## src/rtl/lpr_pkg.sv

```systemverilog
package lpr_pkg;
  typedef enum logic {
    LPR_WIPE = 1'b0,
    LPR_PLAY = 1'b1
  } lpr_mode_e;
endpackage

```

## src/rtl/lpr_btn_filter.sv

```systemverilog
module lpr_btn_filter #(
  parameter int DEB_CYCLES = 4
) (
  input  logic clk,
  input  logic rst,
  input  logic raw_i,
  output logic level_o
);
  localparam int CW = $clog2(DEB_CYCLES + 1);

  logic          meta_q;
  logic          sync_q;
  logic          level_q;
  logic [CW-1:0] run_q;

  always_ff @(posedge clk) begin
    if (rst) begin
      meta_q  <= 1'b0;
      sync_q  <= 1'b0;
      level_q <= 1'b0;
      run_q   <= '0;
    end else begin
      meta_q <= raw_i;
      sync_q <= meta_q;
      if (sync_q == level_q) begin
        run_q <= '0;
      end else if (run_q == CW'(DEB_CYCLES - 1)) begin
        level_q <= sync_q;
        run_q   <= '0;
      end else begin
        run_q <= run_q + 1'b1;
      end
    end
  end

  assign level_o = level_q;


  deb_qualify_chk: assert property (@(posedge clk) disable iff (rst)
    (level_q != $past(level_q)) |-> ($past(run_q) == CW'(DEB_CYCLES - 1)));
endmodule

```

## src/rtl/lpr_tick_gen.sv

```systemverilog
module lpr_tick_gen #(
  parameter int TICK_DIV = 16
) (
  input  logic clk,
  input  logic rst,
  input  logic hold_i,
  output logic tick_o
);
  localparam int CW = (TICK_DIV > 2) ? $clog2(TICK_DIV) : 1;

  logic [CW-1:0] div_q;

  assign tick_o = !hold_i && (div_q == CW'(TICK_DIV - 1));

  always_ff @(posedge clk) begin
    if (rst || hold_i || tick_o) div_q <= '0;
    else                         div_q <= div_q + 1'b1;
  end


  tick_single_chk: assert property (@(posedge clk) disable iff (rst)
    tick_o |=> !tick_o);
endmodule

```

## src/rtl/lpr_step_ram.sv

```systemverilog
module lpr_step_ram #(
  parameter int DEPTH = 8,
  parameter int PAT_W = 2,
  localparam int AW = $clog2(DEPTH)
) (
  input  logic             clk,
  input  logic             rst,
  input  logic             we_i,
  input  logic [AW-1:0]    waddr_i,
  input  logic [PAT_W-1:0] wdata_i,
  input  logic             re_i,
  input  logic [AW-1:0]    raddr_i,
  output logic [PAT_W-1:0] rdata_o
);
  logic [PAT_W-1:0] cells [DEPTH];
  logic [PAT_W-1:0] rd_q;

  always_ff @(posedge clk) begin
    if (we_i) cells[waddr_i] <= wdata_i;
  end

  always_ff @(posedge clk) begin
    if (rst)       rd_q <= '0;
    else if (re_i) rd_q <= cells[raddr_i];
  end

  assign rdata_o = rd_q;
endmodule

```

## src/rtl/loop_pattern_recorder.sv

```systemverilog
module loop_pattern_recorder
  import lpr_pkg::*;
#(
  parameter int DEPTH      = 8,
  parameter int PAT_W      = 2,
  parameter int TICK_DIV   = 16,
  parameter int DEB_CYCLES = 4,
  localparam int AW = $clog2(DEPTH)
) (
  input  logic             clk,
  input  logic             rst,
  input  logic             btn_lo_i,
  input  logic             btn_hi_i,
  input  logic             btn_rec_i,
  output logic [PAT_W-1:0] led_o,
  output logic [AW-1:0]    step_o
);
  localparam int NBTN = 3;

  logic [NBTN-1:0] raw_btn;
  logic [NBTN-1:0] clean_btn;

  assign raw_btn = {btn_rec_i, btn_hi_i, btn_lo_i};

  for (genvar g = 0; g < NBTN; g++) begin : g_btn
    lpr_btn_filter #(.DEB_CYCLES(DEB_CYCLES)) u_filt (
      .clk    (clk),
      .rst    (rst),
      .raw_i  (raw_btn[g]),
      .level_o(clean_btn[g])
    );
  end

  lpr_mode_e        mode_q;
  logic [AW-1:0]    wipe_addr_q;
  logic [AW-1:0]    step_q;
  logic             fresh_q;
  logic             rec_prev_q;
  logic             wiping;
  logic             tick;
  logic             rec_rise;
  logic             rec_wr;
  logic             ram_we;
  logic [AW-1:0]    ram_waddr;
  logic [PAT_W-1:0] ram_wdata;
  logic [PAT_W-1:0] live_pat;

  assign wiping   = (mode_q == LPR_WIPE);
  assign live_pat = PAT_W'({clean_btn[1], clean_btn[0]});

  always_ff @(posedge clk) begin
    if (rst) begin
      mode_q      <= LPR_WIPE;
      wipe_addr_q <= '0;
    end else if (wiping) begin
      wipe_addr_q <= wipe_addr_q + 1'b1;
      if (wipe_addr_q == AW'(DEPTH - 1)) mode_q <= LPR_PLAY;
    end
  end

  lpr_tick_gen #(.TICK_DIV(TICK_DIV)) u_tick (
    .clk   (clk),
    .rst   (rst),
    .hold_i(wiping),
    .tick_o(tick)
  );

  always_ff @(posedge clk) begin
    if (rst) begin
      step_q  <= '0;
      fresh_q <= 1'b0;
    end else begin
      fresh_q <= tick;
      if (tick) step_q <= (step_q == AW'(DEPTH - 1)) ? '0 : step_q + 1'b1;
    end
  end

  always_ff @(posedge clk) begin
    if (rst) rec_prev_q <= 1'b0;
    else     rec_prev_q <= clean_btn[2];
  end

  assign rec_rise  = clean_btn[2] && !rec_prev_q;
  assign rec_wr    = rec_rise && !wiping;
  assign ram_we    = wiping || rec_wr;
  assign ram_waddr = wiping ? wipe_addr_q : step_q;
  assign ram_wdata = wiping ? '0 : live_pat;

  lpr_step_ram #(.DEPTH(DEPTH), .PAT_W(PAT_W)) u_ram (
    .clk    (clk),
    .rst    (rst),
    .we_i   (ram_we),
    .waddr_i(ram_waddr),
    .wdata_i(ram_wdata),
    .re_i   (fresh_q),
    .raddr_i(step_q),
    .rdata_o(led_o)
  );

  assign step_o = step_q;


  step_order_chk: assert property (@(posedge clk) disable iff (rst)
    (step_q != $past(step_q)) |->
      (step_q == (($past(step_q) == AW'(DEPTH - 1)) ? AW'(0) : AW'($past(step_q) + 1'b1))));


  wipe_dark_chk: assert property (@(posedge clk) disable iff (rst)
    wiping |-> (led_o == '0 && step_q == '0));


  led_follow_chk: assert property (@(posedge clk) disable iff (rst)
    (led_o != $past(led_o)) |-> $past(fresh_q));


  one_write_chk: assert property (@(posedge clk) disable iff (rst)
    rec_wr |=> !rec_wr);
endmodule

```

## config.mk

```make
export PLATFORM = sky130hd
export DESIGN_NAME = loop_pattern_recorder
export DESIGN_NICKNAME = d
export VERILOG_FILES = /design/src/rtl/lpr_pkg.sv /design/src/rtl/lpr_btn_filter.sv /design/src/rtl/lpr_tick_gen.sv /design/src/rtl/lpr_step_ram.sv /design/src/rtl/loop_pattern_recorder.sv
export SDC_FILE = /design/constraint.sdc
export NUM_CORES = 1
export LEC_CHECK = 0
export ABC_AREA = 1
export BUFFER_PORTS_ARGS = -buffer_cell sky130_fd_sc_hd__clkbuf_2
export CAP_MARGIN = 5
export CORE_AREA = 2 2 83 45
export DETAILED_ROUTE_END_ITERATION = 12
export DIE_AREA = 0 0 85 47
export MAX_ROUTING_LAYER = met4
export PLACE_DENSITY_LB_ADDON = 0.2
export SYNTH_ARGS = -nofsm -noshare
export SYNTH_HDL_FRONTEND = slang
export SYNTH_SLANG_ARGS = --single-unit
```

## constraint.sdc

```tcl
create_clock -name clk -period 3.03 [get_ports clk]
set_input_delay 0.606 -clock clk [delete_from_list [all_inputs] [get_ports clk]]
set_output_delay 0.606 -clock clk [all_outputs]
set_load 0.05 [all_outputs]
```

==> flow_summary.ini <==
[clock_tree]
htree_levels = 2
root_buffer = clkbuf_8
cts_tree = done
clkTransAtPathRegs_ns = 0.08
cts_max_path_buffers = 2
cts_setup_buffers = 0
cts_buffers = 5
cts_resized = 0
hold_buffers = 0
clk_latency_ns = 0.30
cts.sinks = 49

[flow_run]
maxCapViolCount = 0

[final_layout]
utilization_pct = 66.17
stdcell_count = 279
fillers = 290
finalNetCount = 252
area_growth_syn_to_layout_pct = 9.383
drive_gt1_share_pct = 8.017
antenna_cells = 0

[yosys]
yosys_warnings = 0
ys_seq_elements = 49
ys_seq_area_share_pct = 57.43
syn-cell-area_sq_mm = 0.001987
syn_inst = 223
syn_nets = 239
syn_avg_cell_area_sq_um = 8.910
synthDistinctLibCells = 18

[floorplanning]
rows = 15
start_util_pct = 60.50
die_x_microns = 85
die_area_sq_mm = 0.003995
io_pins = 10
core_sq_mm = 0.003284
fp.dieH_microns = 47

[worst_setup_path]
max_stage_delay_ns = 0.59
worst-path-max-fanout = 12
crit_path_top_delay_cell = dfxtp_1
cp.required_ns = 2.42
critPathLaunchType = register
path_cells = clkbuf_2
worst-setup-path-type = reg -> out
cp.depth = 1
end_kind = output port
cp.arrival_ns = 1.24
critPathBufInv = 1
r2r_cells = 4
path_delay_family = flip-flops

[detailed_routing]
drcViolationCount = 0
ant_nets = 0
vias_per_cell = 4.943
firstDrtPassIters = 4
wirelength_microns = 3320
drtIter0Drc = 138
wl_per_cell_microns = 11.90
vias = 1379

[timing]
final.setup.worst_slack_ns = 1.181
drv_slew = 0
tns_ns = 0
min_period_ns = 1.849
max_slew_margin_pct = 67.06
rsz0062_at_grt = false
hold_violations = 0
fin_skew_ns = 0.004258
tightest_slew_ns = 0.4934
period_share_pct = 61.01
max_freq_mhz = 540.9
finalSetupViolations = 0

[global_routing]
grt_antenna_before_repair = 0
grt_max_degree = 17
track_usage_pct = 19.08
grt_pass1_wl_microns = 5354
grt_pass1_vias = 1133
overflow = 0

[pwr]
leakage_nw = 1.003
power_density_mw_per_mm2 = 552.8
power_mw = 1.201
ir_worst_vdd_mv = 0.3129

[placed_design]
place_ws_ns = 1.390
hpwl_microns = 2447
portBuffers = 9
dp_cells = 271
gp_congestion = 0.8627

[worst_hold_path]
hold_path.class = reg -> reg
min_path_cells = 2

[run_status]
status = complete, no violations
==> per-layer routing <==
| layer | wire, microns | GRT usage, % | vias to the layer above |
|---|---|---|---|
| met4 | 41 | 7.302 | 0 |
| met2 | 1137 | 23.28 | 53 |
| met5 | 0 | - | - |
| met1 | 1819 | 28.03 | 591 |
| li1 | - | - | 728 |
| met3 | 321 | 6.854 | 7 |
==> cell usage after synthesis <==
cell type | number | area [sq um]
buf_4 | 1 | 7.510
a21oi_1 | 10 | 50.05
dfxtp_1 | 33 | 660.6
a22oi_1 | 1 | 7.510
or2_2 | 1 | 6.260
nor2_1 | 43 | 161.4
nand4_4 | 1 | 21.27
ha_1 | 11 | 137.6
xnor2_1 | 1 | 8.760
inv_2 | 1 | 3.750
buf_6 | 1 | 11.26
inv_1 | 43 | 161.4
o21ai_0 | 12 | 60.06
edfxtp_1 | 16 | 480.5
nand3_1 | 14 | 70.07
nand2_1 | 30 | 112.6
clkbuf_1 | 1 | 3.750
o211ai_1 | 3 | 22.52
==> layout by cell type, fill, tap and decap left out, drive strengths merged <==
| master | count |
|---|---|
| a21oi | 10 |
| a22oi | 1 |
| clkbuf | 17 |
| dfxtp | 33 |
| edfxtp | 16 |
| ha | 11 |
| inv | 44 |
| nand2 | 30 |
| nand3 | 14 |
| nand4 | 1 |
| nor2 | 43 |
| o211ai | 3 |
| o21ai | 12 |
| or2 | 1 |
| xnor2 | 1 |
==> registers in the layout (all words and copies together) (netlist names) <==
name / flops
step_o: 3
wipe_addr_q: 3
g_btn.u_filt.level_o: 3
g_btn.u_filt.sync_q: 3
rec_prev_q: 1
fresh_q: 1
g_btn.u_filt.run_q: 9
u_ram.cells: 16
u_tick.div_q: 4
u_ram.rdata_o: 2
mode_q: 1
g_btn.u_filt.meta_q: 3
==> per-stage QoR <==
step	instance area, sq um	hold WS, ns
after floorplan	1987	0.3883
after global placement	2062	0.3917
after detailed placement	2062	0.3938
after CTS	2173	0.4083
after global routing	2173	0.4283
final	2173	0.4063
==> final timing paths <==
kind | from | to | slack (ns)
worst min-delay path | g_btn[2].u_filt.meta_q | g_btn[2].u_filt.sync_q | 0.41
worst max register to register | step_o[0] | u_ram.cells[3][1] | 1.40
worst min register to register | g_btn[2].u_filt.meta_q | g_btn[2].u_filt.sync_q | 0.41
worst max-delay path | step_o[0] | step_o[0] | 1.18
==> logic make-up after synthesis <==
logic type	after synthesis	share of synthesized area (%)
and+or+nand+nor	89	18.70
xor gates and xnor gates	1	0.4409
DFF	49	57.43
buffers and inverters	47	9.445
AOI/OAI and AO/OA	26	7.053
adders and majority gates	11	6.927
==> power breakdown <==
| group | total, mW | leakage [nW] | switching, mW | internal (mW) |
|---|---|---|---|---|
| sequential | 0.704 | 0.437 | 0.00854 | 0.695 |
| combinational | 0.0597 | 0.510 | 0.0405 | 0.0193 |
| clock | 0.438 | 0.0566 | 0.202 | 0.236 |
| total | 1.20 | 1.00 | 0.251 | 0.950 |
==> final cells by class <==
cell class	instances	area (sq um)	share of cell area [%]
inverters	44	165.2	7.599
well taps	42	52.55	2.418
clock buffers	8	111.4	5.124
multi-input cells	127	658.1	30.28
flip-flops and latches	49	1141	52.50
repair buffers	9	45.04	2.073
(Power assumes the default switching activity.)
